$ cat src/rtl/pss_pkg.sv
package pss_pkg;
  typedef enum logic [1:0] {
    ST_OFF  = 2'd0,
    ST_POR  = 2'd1,
    ST_RAMP = 2'd2,
    ST_RUN  = 2'd3
  } seq_state_t;
endpackage

$ cat src/rtl/pss_lockout.sv
module pss_lockout (
  input  logic clk,
  input  logic rst,
  input  logic sup_hi,
  input  logic sup_lo_ok,
  output logic ok_q
);
  always_ff @(posedge clk) begin
    if (rst) begin
      ok_q <= 1'b0;
    end else if (!ok_q && sup_hi) begin
      ok_q <= 1'b1;
    end else if (ok_q && !sup_lo_ok) begin
      ok_q <= 1'b0;
    end
  end

  // release only after an upper-threshold crossing
  a_r1_release_needs_hi : assert property (@(posedge clk) disable iff (rst)
    $rose(ok_q) |-> $past(sup_hi));
  // re-engage only after falling below the lower threshold
  a_r1_engage_needs_lo : assert property (@(posedge clk) disable iff (rst)
    $fell(ok_q) |-> !$past(sup_lo_ok));
endmodule

$ cat src/rtl/pss_por_timer.sv
module pss_por_timer #(
  parameter int POR_CYC = 16
) (
  input  logic clk,
  input  logic rst,
  input  logic clr,
  input  logic en,
  output logic done
);
  localparam int CW = $clog2(POR_CYC + 1);
  localparam logic [CW-1:0] LAST = CW'(POR_CYC - 1);

  logic [CW-1:0] cnt_q;

  assign done = en && (cnt_q == LAST);

  always_ff @(posedge clk) begin
    if (rst || clr) begin
      cnt_q <= '0;
    end else if (en) begin
      cnt_q <= done ? '0 : cnt_q + CW'(1);
    end
  end

  // the delay counter never passes its terminal count
  a_r3_cnt_bound : assert property (@(posedge clk) disable iff (rst)
    cnt_q <= LAST);
endmodule

$ cat src/rtl/pss_ramp.sv
module pss_ramp #(
  parameter int RAMP_W   = 6,
  parameter int RAMP_DIV = 4
) (
  input  logic              clk,
  input  logic              rst,
  input  logic              clr,
  input  logic              en,
  output logic [RAMP_W-1:0] ramp_q,
  output logic [RAMP_W-1:0] ramp_nxt,
  output logic              full_nxt
);
  localparam logic [RAMP_W-1:0] TOP_M1 = {{(RAMP_W-1){1'b1}}, 1'b0};

  logic step;

  generate
    if (RAMP_DIV == 1) begin : g_nodiv
      assign step = en;
    end else begin : g_div
      localparam int DVW = $clog2(RAMP_DIV);
      localparam logic [DVW-1:0] DLAST = DVW'(RAMP_DIV - 1);
      logic [DVW-1:0] div_q;
      assign step = en && (div_q == DLAST);
      always_ff @(posedge clk) begin
        if (rst || clr) begin
          div_q <= '0;
        end else if (en) begin
          div_q <= step ? '0 : div_q + DVW'(1);
        end
      end
    end
  endgenerate

  assign ramp_nxt = clr ? '0 : ramp_q + {{(RAMP_W-1){1'b0}}, step};
  assign full_nxt = !clr && step && (ramp_q == TOP_M1);

  always_ff @(posedge clk) begin
    if (rst) begin
      ramp_q <= '0;
    end else begin
      ramp_q <= ramp_nxt;
    end
  end

  // ramp moves only by single upward steps or a clear to zero
  a_r4_unit_step : assert property (@(posedge clk) disable iff (rst)
    (!$stable(ramp_q) && (ramp_q != '0)) |-> (ramp_q == $past(ramp_q) + RAMP_W'(1)));
endmodule

$ cat src/rtl/pss_ctrl.sv
module pss_ctrl
  import pss_pkg::*;
#(
  parameter int RAMP_W  = 6,
  parameter int DUTY_W  = 8,
  parameter int PWM_THR = 12,
  parameter int SR_THR  = 26
) (
  input  logic              clk,
  input  logic              rst,
  input  logic              run_req,
  input  logic              lock_ok,
  input  logic              mode_sel,
  input  logic [DUTY_W-1:0] duty,
  input  logic              por_done,
  input  logic [RAMP_W-1:0] ramp_q,
  input  logic [RAMP_W-1:0] ramp_nxt,
  input  logic              ramp_full_nxt,
  output logic              por_clr,
  output logic              por_en,
  output logic              ramp_clr,
  output logic              ramp_en,
  output logic              osc_en,
  output logic              drv_en,
  output logic              pwm_en,
  output logic              sr_tri,
  output logic              mode_eff
);
  localparam logic [RAMP_W-1:0] THR_V = RAMP_W'(PWM_THR);
  localparam logic [DUTY_W-1:0] SR_V  = DUTY_W'(SR_THR);

  seq_state_t st_q, st_nxt;
  logic active, sr_arm_q, sr_arm_nxt, mode_nxt;

  assign active   = lock_ok && run_req;
  assign por_en   = active && (st_q == ST_POR);
  assign por_clr  = !por_en;
  assign ramp_en  = active && (st_q == ST_RAMP);
  assign ramp_clr = !active || (st_q == ST_OFF) || (st_q == ST_POR);

  always_comb begin
    st_nxt = st_q;
    if (!active) begin
      st_nxt = ST_OFF;
    end else begin
      case (st_q)
        ST_OFF:  st_nxt = ST_POR;
        ST_POR:  st_nxt = por_done ? ST_RAMP : ST_POR;
        ST_RAMP: st_nxt = ramp_full_nxt ? ST_RUN : ST_RAMP;
        default: st_nxt = ST_RUN;
      endcase
    end
  end

  assign sr_arm_nxt = (st_nxt != ST_OFF) && (sr_arm_q || (pwm_en && (duty >= SR_V)));
  assign mode_nxt   = (st_nxt == ST_RUN) ? mode_sel : 1'b1;

  always_ff @(posedge clk) begin
    if (rst) begin
      st_q     <= ST_OFF;
      sr_arm_q <= 1'b0;
      osc_en   <= 1'b0;
      drv_en   <= 1'b0;
      pwm_en   <= 1'b0;
      sr_tri   <= 1'b1;
      mode_eff <= 1'b1;
    end else begin
      st_q     <= st_nxt;
      sr_arm_q <= sr_arm_nxt;
      osc_en   <= (st_nxt != ST_OFF);
      drv_en   <= (st_nxt == ST_RAMP) || (st_nxt == ST_RUN);
      pwm_en   <= (st_nxt == ST_RUN) || ((st_nxt == ST_RAMP) && (ramp_nxt >= THR_V));
      sr_tri   <= !(sr_arm_nxt && mode_nxt);
      mode_eff <= mode_nxt;
    end
  end

  // nothing switches while the bias is off
  a_r2_off_quiet : assert property (@(posedge clk) disable iff (rst)
    !osc_en |-> (!drv_en && !pwm_en && sr_tri));
  // drivers stay off during the power-on-reset wait
  a_r3_no_drv_in_por : assert property (@(posedge clk) disable iff (rst)
    (st_q == ST_POR) |-> !drv_en);
  // modulator enabled only at or above the ramp threshold
  a_r5_pwm_thr : assert property (@(posedge clk) disable iff (rst)
    pwm_en |-> (ramp_q >= THR_V));
  // rectifier released only with the modulator running in PWM
  a_r6_release_cond : assert property (@(posedge clk) disable iff (rst)
    $fell(sr_tri) |-> (pwm_en && mode_eff));
  // pulse skipping never appears before start-up completes
  a_r7_pwm_in_start : assert property (@(posedge clk) disable iff (rst)
    (st_q != ST_RUN) |-> mode_eff);
  // shutdown drops the bias on the next edge
  a_r9_shutdown : assert property (@(posedge clk) disable iff (rst)
    !run_req |=> !osc_en);
endmodule

$ cat src/rtl/pwr_start_seq.sv
module pwr_start_seq #(
  parameter int POR_CYC  = 16,
  parameter int RAMP_W   = 6,
  parameter int RAMP_DIV = 4,
  parameter int PWM_THR  = 12,
  parameter int DUTY_W   = 8,
  parameter int SR_THR   = 26
) (
  input  logic              clk,
  input  logic              rst,
  input  logic              run_req,
  input  logic              sup_hi,
  input  logic              sup_lo_ok,
  input  logic              mode_sel,
  input  logic [DUTY_W-1:0] duty,
  output logic              osc_en,
  output logic              drv_en,
  output logic [RAMP_W-1:0] ramp,
  output logic              pwm_en,
  output logic              sr_tri,
  output logic              mode_eff
);
  logic lock_ok, por_done, por_clr, por_en;
  logic ramp_clr, ramp_en, ramp_full_nxt;
  logic [RAMP_W-1:0] ramp_nxt;

  pss_lockout u_lock (
    .clk(clk), .rst(rst), .sup_hi(sup_hi), .sup_lo_ok(sup_lo_ok), .ok_q(lock_ok)
  );

  pss_por_timer #(.POR_CYC(POR_CYC)) u_por (
    .clk(clk), .rst(rst), .clr(por_clr), .en(por_en), .done(por_done)
  );

  pss_ramp #(.RAMP_W(RAMP_W), .RAMP_DIV(RAMP_DIV)) u_ramp (
    .clk(clk), .rst(rst), .clr(ramp_clr), .en(ramp_en),
    .ramp_q(ramp), .ramp_nxt(ramp_nxt), .full_nxt(ramp_full_nxt)
  );

  pss_ctrl #(.RAMP_W(RAMP_W), .DUTY_W(DUTY_W), .PWM_THR(PWM_THR), .SR_THR(SR_THR)) u_ctrl (
    .clk(clk), .rst(rst), .run_req(run_req), .lock_ok(lock_ok), .mode_sel(mode_sel),
    .duty(duty), .por_done(por_done), .ramp_q(ramp), .ramp_nxt(ramp_nxt),
    .ramp_full_nxt(ramp_full_nxt), .por_clr(por_clr), .por_en(por_en),
    .ramp_clr(ramp_clr), .ramp_en(ramp_en), .osc_en(osc_en), .drv_en(drv_en),
    .pwm_en(pwm_en), .sr_tri(sr_tri), .mode_eff(mode_eff)
  );
endmodule

$ cat config.mk
export PLATFORM = sky130hd
export DESIGN_NAME = pwr_start_seq
export DESIGN_NICKNAME = d
export VERILOG_FILES = /design/src/rtl/pss_pkg.sv /design/src/rtl/pss_lockout.sv /design/src/rtl/pss_por_timer.sv /design/src/rtl/pss_ramp.sv /design/src/rtl/pss_ctrl.sv /design/src/rtl/pwr_start_seq.sv
export SDC_FILE = /design/constraint.sdc
export NUM_CORES = 1
export LEC_CHECK = 0
export ABC_AREA = 1
export BUFFER_PORTS_ARGS = -buffer_cell sky130_fd_sc_hd__buf_2
export CORE_UTILIZATION = 40
export CTS_CLUSTER_SIZE = 24
export DETAILED_ROUTE_END_ITERATION = 10
export PLACE_DENSITY = 0.75
export SLEW_MARGIN = 15
export SYNTH_ARGS = -nofsm -noshare
export SYNTH_HDL_FRONTEND = slang
export SYNTH_SLANG_ARGS = --single-unit
$ cat constraint.sdc
create_clock -name clk -period 1.6 [get_ports clk]
set_input_delay 0.32 -clock clk [delete_from_list [all_inputs] [get_ports clk]]
set_output_delay 0.32 -clock clk [all_outputs]
set_load 0.1 [all_outputs]
Yosys cells after proc, flatten, opt, wreduce, memory -nomap -nowiden:

Cells that the tools add are included.

* input bits: 14
* register bits after elaboration: 22

* $add $sub $neg: 3
* multiplexer cells: 10
* reduce and logical (&&, ||, !) cells: 29
* magnitude comparators: 2
* equal/unequal tests: 7

Operators by type and width (number)
* logical AND 1 bit: 13
* == test 2 bit, second input constant: 4
* >= comparator 8 x 5 -> 1 bit, second input constant: 1
* logical OR 1 bit: 7
* adder 6 x 1 -> 6 bit: 1
* == test 6 bit, second input constant: 1
* >= comparator 6 x 4 -> 1 bit, second input constant: 1
* logical NOT 1 bit: 6
* 2-to-1 mux 2 bit: 3
* 2-to-1 mux 6 bit: 1
* one-hot mux 2 bit (3 select lines): 1
* adder 5 x 1 -> 5 bit, second input constant: 1
* == test 5 x 4 -> 1 bit, second input constant: 1
* 2-to-1 mux 5 bit: 1
* 2-to-1 mux 1 bit: 4
* nonzero test 2 bit: 2
* adder 2 x 1 -> 2 bit, second input constant: 1
* == test 2 x 1 -> 1 bit, second input constant: 1
* logical NOT 2 bit: 1

Depth between registers and ports, before layout:

Gate-level depths: netlist of run 1.

* depth after elaboration: 14
* gate-level depth with buffers: 13
* gate-level depth less buffers: 13

By module:

From an unflattened synthesis of run 1, not the netlist that was laid out.

* cell total of the unflattened synthesis: 152
* area total of the unflattened synthesis: 1098.6 um^2

Modules (own cells, without submodules)
* pss_ramp: instances 1, area an instance 431.7 um^2, cells each 56
* pss_ctrl: instances 1, area an instance 361.6 um^2, cells each 52
* pss_por_timer: instances 1, area an instance 262.8 um^2, cells each 37
* pss_lockout: instances 1, area an instance 42.5 um^2, cells each 7

Worst setup path after synthesis of run 1:

OpenSTA, ideal clock, no wires.

* path type: reg-to-reg
* start: register u_ramp.ramp_q[0]
* end: register u_ctrl.pwm_en
* cell stages (with the launch flop): 9
* path slack: -0.411 ns
* data arrival time: 1.898 ns
* period minus slack after synthesis: 2.011 ns
* path through: dfxtp_1 ha_1 nand2_1 nor2_1 nand3_1 nand3_1 nand3_1 nor2_1 nor2_1

* word-level cells in the longest chain between the ends: 8
* elaborated cells on any way between the ends: 12

RTL lines
* from (decl): line pss_ramp.sv:9 `output logic [RAMP_W-1:0] ramp_q,`
* from (signal assigned): line pss_ramp.sv:42 `ramp_q <= ramp_nxt;`
* branches (longest 7 deep; another with adder 6 x 1 -> 6 bit)
* logical OR 1 bit (*): line pss_ctrl.sv:72 `pwm_en <= (st_nxt == ST_RUN) || ((st_nxt == ST_RAMP) && (ramp_nxt >= THR_V));`
* to (signal assigned): line pss_ctrl.sv:72
* to (decl): line pss_ctrl.sv:25 `output logic pwm_en,`

Mark *: on every way between the ends.
A chain may end at the register's enable or synchronous reset.

Worst setup path after layout of run 1:

* start: register u_ramp.g_div.div_q[1]
* end: register u_ramp.ramp_q[4]

* word-level cells in the longest chain between the ends: 4

RTL lines
* from (decl): line pss_ramp.sv:23 `logic [DVW-1:0] div_q;`
* from (signal assigned): line pss_ramp.sv:29 `div_q <= step ? '0 : div_q + DVW'(1);`
* == test 2 bit: line pss_ramp.sv:24 `assign step = en && (div_q == DLAST);`
* logical AND 1 bit: line pss_ramp.sv:24
* adder 6 x 1 -> 6 bit: line pss_ramp.sv:35 `assign ramp_nxt = clr ? '0 : ramp_q + {{(RAMP_W-1){1'b0}}, step};`
* 2-to-1 mux 6 bit: line pss_ramp.sv:35

Every way passes these cells.

==> results of run 1 <==
-- state kept, by name (all words and copies together), names as in the netlist --
signal	count
u_ramp.ramp_q	6
u_por.cnt_q	5
u_ctrl.st_q	2
u_ramp.g_div.div_q	2
u_ctrl.drv_en	1
u_ctrl.mode_eff	1
u_ctrl.osc_en	1
u_ctrl.pwm_en	1
u_ctrl.sr_arm_q	1
u_ctrl.sr_tri	1
u_lock.ok_q	1
-- path summary, 6_finish.rpt --
path	endpoint	slack [ns]	depth (start not counted)
worst max-delay path	u_ramp.ramp_q[4]$_SDFF_PP0_	-0.05	10
worst min-delay path	u_ctrl.mode_eff$_SDFF_PP1_	0.22	3
worst max register to register	u_ramp.ramp_q[4]$_SDFF_PP0_	-0.05	10
worst min register to register	u_por.cnt_q[0]$_SDFFE_PP0N_	0.45	1
-- metrics by stage --
step                      std cells  instance area, um^2  worst slack (ns)  hold slack, ns
final                           192                 1270           -0.0466           0.225
after global routing            192                 1270            -0.212           0.228
after CTS                       191                 1250           -0.0777           0.221
after detailed placement        188                 1180            -0.174           0.430
after global placement          188                 1180           -0.0758           0.426
after floorplan                 128                  963           -0.0427           0.384
-- worst max-delay path, stage by stage (launching register included) --
cell      delay (ns)
dfxtp_2         0.37
ha_4            0.14
inv_2           0.04
nor3_4          0.21
ha_4            0.19
ha_4            0.14
inv_2           0.04
o21bai_1        0.13
nand3_1         0.11
buf_4           0.15
nor2_2          0.07
-- metal layers --
| metal | track usage [%] | wire (um) | vias to the layer above |
|---|---|---|---|
| met5 | 0 | 0 | - |
| met4 | 9.72 | 45 | 0 |
| met3 | 2.68 | 90 | 5 |
| met2 | 26.0 | 841 | 24 |
| met1 | 20.6 | 829 | 383 |
| li1 | - | - | 474 |
-- cells in the mapped netlist (all sizes together) --
cell type	count
o21bai	2
and3	2
nor2	23
ha	4
o21ai	2
nor3	4
inv	22
a21oi	6
xnor2	1
dfxtp	22
nand3	10
o211ai	1
nand4	1
nand2	28
-- report_power, final --
group	internal (mW)	switching, mW
Combinational	0.0218	0.0269
Sequential	0.551	0.00206
Clock	0.0879	0.154
Total	0.661	0.183
-- final cells by class --
type                       count  area share (%)
clock buffer                   3            1.77
inverter                      22            6.48
multi-input combinational     84            38.5
sequential                    22            35.3
tap                           28            2.75
timing repair buffer          33            15.2
-- what timing repair did --
item                       4_1_cts  5_1_grt
pin swaps                        7        3
setup endpoints to repair        5        5
buffers inserted                 0        1
resized for setup               14        3
-- cell families after synthesis --
group                    Yosys count  share of synthesized area, %
flip-flops                        22                          46.1
buffers and inverters             22                          8.64
XOR/XNOR                           1                         0.916
AO/OA/AOI/OAI                     11                          6.54
adder cells (fa/ha/maj)            4                          5.24
AND/OR/NAND/NOR                   68                          32.6
-- layout by cell type, fill, tap and decap left out, drive strengths merged, types with 2 or more instances in the layout --
cell type,n
a21oi,6
and3,2
buf,33
clkbuf,3
dfxtp,22
ha,4
inv,22
nand2,28
nand3,10
nor2,23
nor3,4
o21ai,2
o21bai,2
==> metrics.csv, run 1 <==
metric,value,unit
status,finished with violations,
violated checks,negative setup slack,
clock buffer depth,2,
Final Slew Violations,0,
Core Rows,17,
CTS tree,done,
CP endpoint kind,register,
CP startpoint kind,register,
Setup TNS Final,-0.0822,ns
Tmin final,1.65,ns
sequential cell area,450,um^2
vias in the first global route,771,
CTS sink count,22,
Root Buffer,clkbuf_4,
Worst Skew,0.00949,ns
arrival time worst endpoint,1.90,ns
placer congestion estimate,0.707,
die height,50.9,um
number of nets in the layout,184,
First-pass DRT Iterations,4,
Hold Path Origin,mode_sel,
launching point of the worst reg2reg path,u_ramp.g_div.div_q[1]$_SDFFE_PP0P_,
total of warnings raised by yosys,0,
CTS Buf Count,3,
area share of the largest cell type after synthesis,46.1,%
sequential fraction of the synthesis area,46.1,%
final core utilization,57.1,%
area delta synth->final,33.4,%
Synth cell types,19,
antenna violation net count after detailed routing,0,
maximum VDD drop,416,uV
Rel. slew slack,67.6,%
fmax,607,MHz
synthesized area,956,um^2
worst min path class,in -> reg,
total power,844,uW
vias,886,
ANT cells,0,
port bufs,23,
layout cells sized above 1,37.8,%
Total GRT Usage,16.3,%
via/cell ratio,4.61,
worst setup margin,-0.0466,ns
Boundary Pins,25,
Crit Path Max Fanout,3,
max_cap viols,0,
Final Hold Vio Count,0,
kind of critical path,reg -> reg,
GRT overflow,0,
clk_lat worst skew,0.30,ns
Synth area leader,dfxtp_1,
initial antenna violation count,0,
crit path launch,u_ramp.g_div.div_q[1]$_SDFFE_PP0P_,
Power Dens Cells,662,nW/um^2
RSZ-0062 raised after global routing,yes,
# setup viols final,2,
P_leak,0.574,nW
Worst EP required,1.85,ns
Syn Area/Cell,7.47,um^2
H-tree depth,1,
WL final,1810,um
cts hold-fix bufs,0,
largest cells by area after synthesis,"dfxtp_1 (46%), nand2_1 (9.4%), inv_1 (8.6%)",
dpl hpwl,1430,um
# fillers,204,
Core Area,2230,um^2
"Net Count, Synth",146,
die width,50.9,um
clk slew on worst S/H paths,0.11,ns
wire length per cell,9.41,um
register bit total from synthesis,22,
multi-input logic area,490,um^2
Cells after Synth,128,
global-route wire length before repair,3120,um
full die area,2590,um^2
Initial Util,42.8,%
Final Cycle Share,103,%
largest net degree at the start of global routing,12,
Least-Margin Pin Slew,0.490,ns
DRC viols,0,
DR iter-0 viols,25,
Power figures use the tool's default switching activity.
==> run 2, diff against run 1 <==
--- a/config.mk
+++ b/config.mk
@@ -6,11 +6,11 @@
 export NUM_CORES = 1
 export LEC_CHECK = 0
 export ABC_AREA = 1
-export BUFFER_PORTS_ARGS = -buffer_cell sky130_fd_sc_hd__buf_2
-export CORE_UTILIZATION = 40
+export BUFFER_PORTS_ARGS = -buffer_cell sky130_fd_sc_hd__buf_4
+export CORE_UTILIZATION = 45
 export CTS_CLUSTER_SIZE = 24
 export DETAILED_ROUTE_END_ITERATION = 10
-export PLACE_DENSITY = 0.75
+export PLACE_DENSITY = 0.81
 export SLEW_MARGIN = 15
 export SYNTH_ARGS = -nofsm -noshare
 export SYNTH_HDL_FRONTEND = slang
==> run 2 against run 1 <==
The flow still finishes with violations (negative setup slack). Via count is 6.7% higher. First-iteration DRC count is 40% higher. Clock power is 78% higher. Clock skew is 0.0022 ns higher. Critical path type unchanged. Critical endpoint is now u_ctrl.pwm_en$_SDFF_PP0_.
==> metrics.csv, run 2 (same netlist as run 1, synthesis figures left out) <==
metric,value,unit
status,finished with violations,
violated checks,negative setup slack,
clk_lat worst skew,0.32,ns
Core Rows,16,
most frequent cells in the layout,"buf_4 (30), nand2_1 (21), inv_1 (20)",
NetSw,206,uW
sequential cell area,450,um^2
Final Cycle Share,105,%
Rel. slew slack,80.7,%
R2R cell count,12,
Core Area,1980,um^2
CTS sink count,22,
Crit Path Max Fanout,3,
Final Slew Violations,0,
clock buffer depth,2,
P_leak,0.621,nW
CP endpoint kind,register,
largest register by flop count,u_ramp.ramp_q,
DR iter-0 viols,35,
sequential share of power,53.2,%
Worst Skew,0.0117,ns
max FFs per register,6,
wire length per cell,11.4,um
Worst Hold Margin,0.187,ns
total power,1.04,mW
Largest regs,"u_ramp.ramp_q x6, u_por.cnt_q x5",
max_cap viols,0,
CTS Buf Count,3,
kind of critical path,reg -> reg,
cts hold-fix bufs,0,
worst hold path stage count,2,
die width,48.1,um
Least-Margin Pin Slew,0.287,ns
Total GRT Usage,21.6,%
die height,48.1,um
worst min path class,in -> reg,
Tmin final,1.68,ns
# setup viols final,2,
Worst EP required,1.83,ns
via/cell ratio,4.92,
Power Dens Cells,753,nW/um^2
fmax,594,MHz
First-pass DRT Iterations,4,
Final Hold Vio Count,0,
full die area,2310,um^2
CP startpoint kind,register,
Initial Util,48.2,%
DRC viols,0,
CTS tree,done,
largest net degree at the start of global routing,14,
Boundary Pins,25,
antenna violation net count after detailed routing,0,
number of nets in the layout,184,
H-tree depth,1,
ANT cells,0,
port bufs,23,
Gate power share,5.4,%
arrival time worst endpoint,1.92,ns
GRT overflow,0,
vias,945,
vias in the first global route,834,
placer congestion estimate,0.740,
RSZ-0062 raised after global routing,yes,
multi-input logic area,503,um^2
global-route wire length before repair,3390,um
sw frac,19.8,%
layout cells sized above 1,39.4,%
dpl hpwl,1510,um
# fillers,158,
clock share of power,41.4,%
internal power,834,uW
"commonest non-fill, non-tap cell in the layout",buf_4,
Root Buffer,clkbuf_4,
area delta synth->final,44.5,%
WL final,2200,um
initial antenna violation count,0,
clk slew on worst S/H paths,0.13,ns
worst setup margin,-0.0844,ns
maximum VDD drop,454,uV
run 2: path summary, 6_finish.rpt:
check / start / slack (ns) / endpoint
worst max-delay path: u_ramp.g_div.div_q[1]$_SDFFE_PP0P_ / -0.08 / u_ctrl.pwm_en$_SDFF_PP0_
worst min-delay path: rst / 0.19 / u_ramp.ramp_q[2]$_SDFF_PP0_
worst max register to register: u_ramp.g_div.div_q[1]$_SDFFE_PP0P_ / -0.08 / u_ctrl.pwm_en$_SDFF_PP0_
worst min register to register: u_por.cnt_q[0]$_SDFFE_PP0N_ / 0.45 / u_por.cnt_q[0]$_SDFFE_PP0N_
run 2: metrics by stage:
stage	TNS [ns]	cells	worst slack [ns]	cell area, um^2	utilization [%]
2_1_floorplan	-0.0427	128	-0.0427	963	-
3_3_place_gp	-0.115	186	-0.0800	1230	62.1
3_5_place_dp	-0.422	186	-0.162	1230	62.1
4_1_cts	-0.0837	190	-0.0742	1330	67.2
5_1_grt	-0.652	192	-0.218	1380	69.7
6_report	-0.146	192	-0.0844	1380	69.7
run 2: per-layer routing:
layer | track usage, % | wire length [um] | vias to the layer above
li1 | - | - | 476
met1 | 24.6 | 910 | 423
met2 | 37.6 | 1100 | 39
met3 | 3.70 | 124 | 7
met4 | 13.3 | 66 | 0
met5 | 0 | 0 | -
run 2: repair_timing:
item / CTS / global route
pin swaps: 4 / 10
cloned: 0 / 0
buffers inserted: 0 / 3
gates resized for setup: 14 / 8
endpoints found under the setup margin: 5 / 5
endpoints found under the hold margin: 0 / 0
run 2: layout make-up:
type | count | share of cell area [%]
Tap cell | 27 | 2.45
Sequential cell | 22 | 32.6
Timing Repair Buffer | 33 | 18.8
Multi-Input combinational cell | 84 | 36.4
Inverter | 22 | 5.98
Clock buffer | 3 | 1.63
Clock inverter | 1 | 2.17
run 2: power groups by stage:
stage	sequential [mW]	combinational, mW	clock [mW]
after CTS	0.553	0.0561	0.435
after floorplan	0.572	0.0146	0
after global placement	0.565	0.0546	0
after detailed placement	0.566	0.0559	0
after global routing	0.554	0.0635	0.455
final	0.553	0.0562	0.430
run 2: critical path, cell delays in order, from the launching register on:
cell	delay [ns]
dfxtp_2	0.37
ha_4	0.14
inv_2	0.04
nor3_4	0.22
ha_4	0.18
buf_6	0.10
nand2_4	0.05
nor2_4	0.10
nand3_1	0.09
nand3_2	0.10
nand3_1	0.08
nor2_1	0.09
nor2_1	0.04
==> run 3, diff against run 2 <==
--- a/config.mk
+++ b/config.mk
@@ -10,6 +10,8 @@
 export CORE_UTILIZATION = 45
 export CTS_CLUSTER_SIZE = 24
 export DETAILED_ROUTE_END_ITERATION = 10
+export GPL_TIMING_DRIVEN = 0
+export HOLD_SLACK_MARGIN = 0.06
 export PLACE_DENSITY = 0.81
 export SLEW_MARGIN = 15
 export SYNTH_ARGS = -nofsm -noshare
==> run 3 against run 2 <==
The flow still finishes with violations (negative setup slack). Via count fell by 4.2%. Power fell by 13%. Final area fell by 6.2%. Global-route usage fell by 1.5 points. Critical path depth fell by 1.
==> metrics.csv, run 3 (same netlist as run 1, synthesis figures left out) <==
metric,value,unit
Rel. slew slack,81.3,%
GRT overflow,0,
number of nets in the layout,177,
initial antenna violation count,0,
antenna violation net count after detailed routing,0,
max_cap viols,0,
Final Hold Vio Count,0,
Final Slew Violations,0,
maximum VDD drop,581,uV
Placed Instances,178,
multi-input logic area,493,um^2
Core Rows,16,
Most common cell on crit path,ha_4,
Root Buffer,clkbuf_4,
die width,48.1,um
violated checks,negative setup slack,
max FFs per register,6,
sequential cell area,454,um^2
worst min path class,in -> reg,
clock buffer depth,2,
wire length per cell,10.7,um
fmax,608,MHz
die height,48.1,um
# fillers,161,
# setup viols final,1,
Final Cycle Share,103,%
CTS Buf Count,3,
via/cell ratio,4.89,
full die area,2310,um^2
Least-Margin Pin Slew,0.282,ns
layout cells sized above 1,37.3,%
First-pass DRT Iterations,4,
kind of critical path,reg -> reg,
port bufs,23,
Worst Skew,0.00515,ns
arrival time worst endpoint,1.89,ns
H-tree depth,1,
Boundary Pins,25,
total power,904,uW
vias,905,
CP max-delay cell,dfxtp_2,
placer congestion estimate,0.737,
global-route wire length before repair,3190,um
clk slew on worst S/H paths,0.12,ns
DR iter-0 viols,25,
CP endpoint kind,register,
"commonest non-fill, non-tap cell in the layout",buf_4,
"critical path, cell by cell",ha_4 > inv_2 > nor3_4 > ha_4 > ha_4 > inv_2 > o21bai_1 > nand3_1 > nand3_1 > nor2_1 > nor2_1,
P_leak,0.570,nW
CTS tree,done,
largest net degree at the start of global routing,13,
DRC viols,0,
largest register by flop count,u_ramp.ramp_q,
vias in the first global route,809,
clk_lat worst skew,0.30,ns
WL final,1980,um
placed instance area,1170,um^2
CP startpoint kind,register,
RSZ-0062 raised after global routing,yes,
Post-Layout Inst Area,1290,um^2
dpl hpwl,1400,um
worst setup margin,-0.0443,ns
Worst EP required,1.85,ns
final cell count without fillers,185,
Power Dens Cells,698,nW/um^2
Total GRT Usage,20.2,%
Initial Util,48.2,%
Setup TNS Final,-0.0443,ns
area delta synth->final,35.5,%
pre-CTS setup slack,-0.204,ns
status,finished with violations,
Largest regs,"u_ramp.ramp_q x6, u_por.cnt_q x5",
most frequent cells in the layout,"buf_4 (26), nand2_1 (22), nor2_1 (20)",
delay of the slowest critical-path stage,0.37,ns
CTS sink count,22,
Crit Path Max Fanout,3,
ANT cells,0,
Tmin final,1.64,ns
Core Area,1980,um^2
==> run 3: cell count changes in the layout (fill, tap and decap cells not counted), sizes merged <==
cell    change
clkbuf      +1
bufinv      -1
buf         -7
==> run 3: timing repair <==
| item | in CTS | in global routing |
|---|---|---|
| pin swaps | 5 | 2 |
| endpoints found under the setup margin | 4 | 2 |
| gates resized for setup | 18 | 2 |
| setup buffers | 3 | 0 |
| hold buffers | 0 | 0 |
==> run 3: through the flow <==
| stage | util [%] | hold slack, ns |
|---|---|---|
| final | 65.3 | 0.207 |
| after global routing | 65.3 | 0.201 |
| after CTS | 64.6 | 0.205 |
| after detailed placement | 59.0 | 0.437 |
| after global placement | 59.0 | 0.425 |
| after floorplan | - | 0.384 |
==> run 3: final timing paths <==
kind / start / end / slack [ns] / depth (start not counted)
worst max-delay path: u_ramp.g_div.div_q[1]$_SDFFE_PP0P_ / u_ctrl.pwm_en$_SDFF_PP0_ / -0.04 / 11
worst min-delay path: rst / u_ramp.ramp_q[4]$_SDFF_PP0_ / 0.21 / 2
worst max register to register: u_ramp.g_div.div_q[1]$_SDFFE_PP0P_ / u_ctrl.pwm_en$_SDFF_PP0_ / -0.04 / 11
worst min register to register: u_por.cnt_q[0]$_SDFFE_PP0N_ / u_por.cnt_q[0]$_SDFFE_PP0N_ / 0.47 / 1
==> run 3: final cells by class <==
class | count | share of cell area (%)
well taps | 27 | 2.61
clock buffers | 4 | 2.80
multi-input cells | 84 | 38.1
flip-flops and latches | 22 | 35.1
inverters | 22 | 6.38
repair buffers | 26 | 15.1
==> run 3: where the power goes <==
group	switching (mW)	internal, mW
clock network	0.158	0.139
logic	0.0259	0.0257
registers	0.00437	0.552
==> run 3: critical path: cells and delay by family (launching register included) <==
kind                     cells  cell delay [ns]
AO/OA/AOI/OAI                1             0.16
buffers and inverters        2             0.07
adder cells (fa/ha/maj)      3             0.46
AND/OR/NAND/NOR              5             0.54
flip-flops                   1             0.37
==> run 3: metal layers <==
layer	vias to the layer above	global-route usage [%]	wire length, um
met5	-	0	0
met4	0	12.8	42
met3	8	4.44	104
met2	37	34.3	961
met1	402	22.8	873
li1	458	-	-
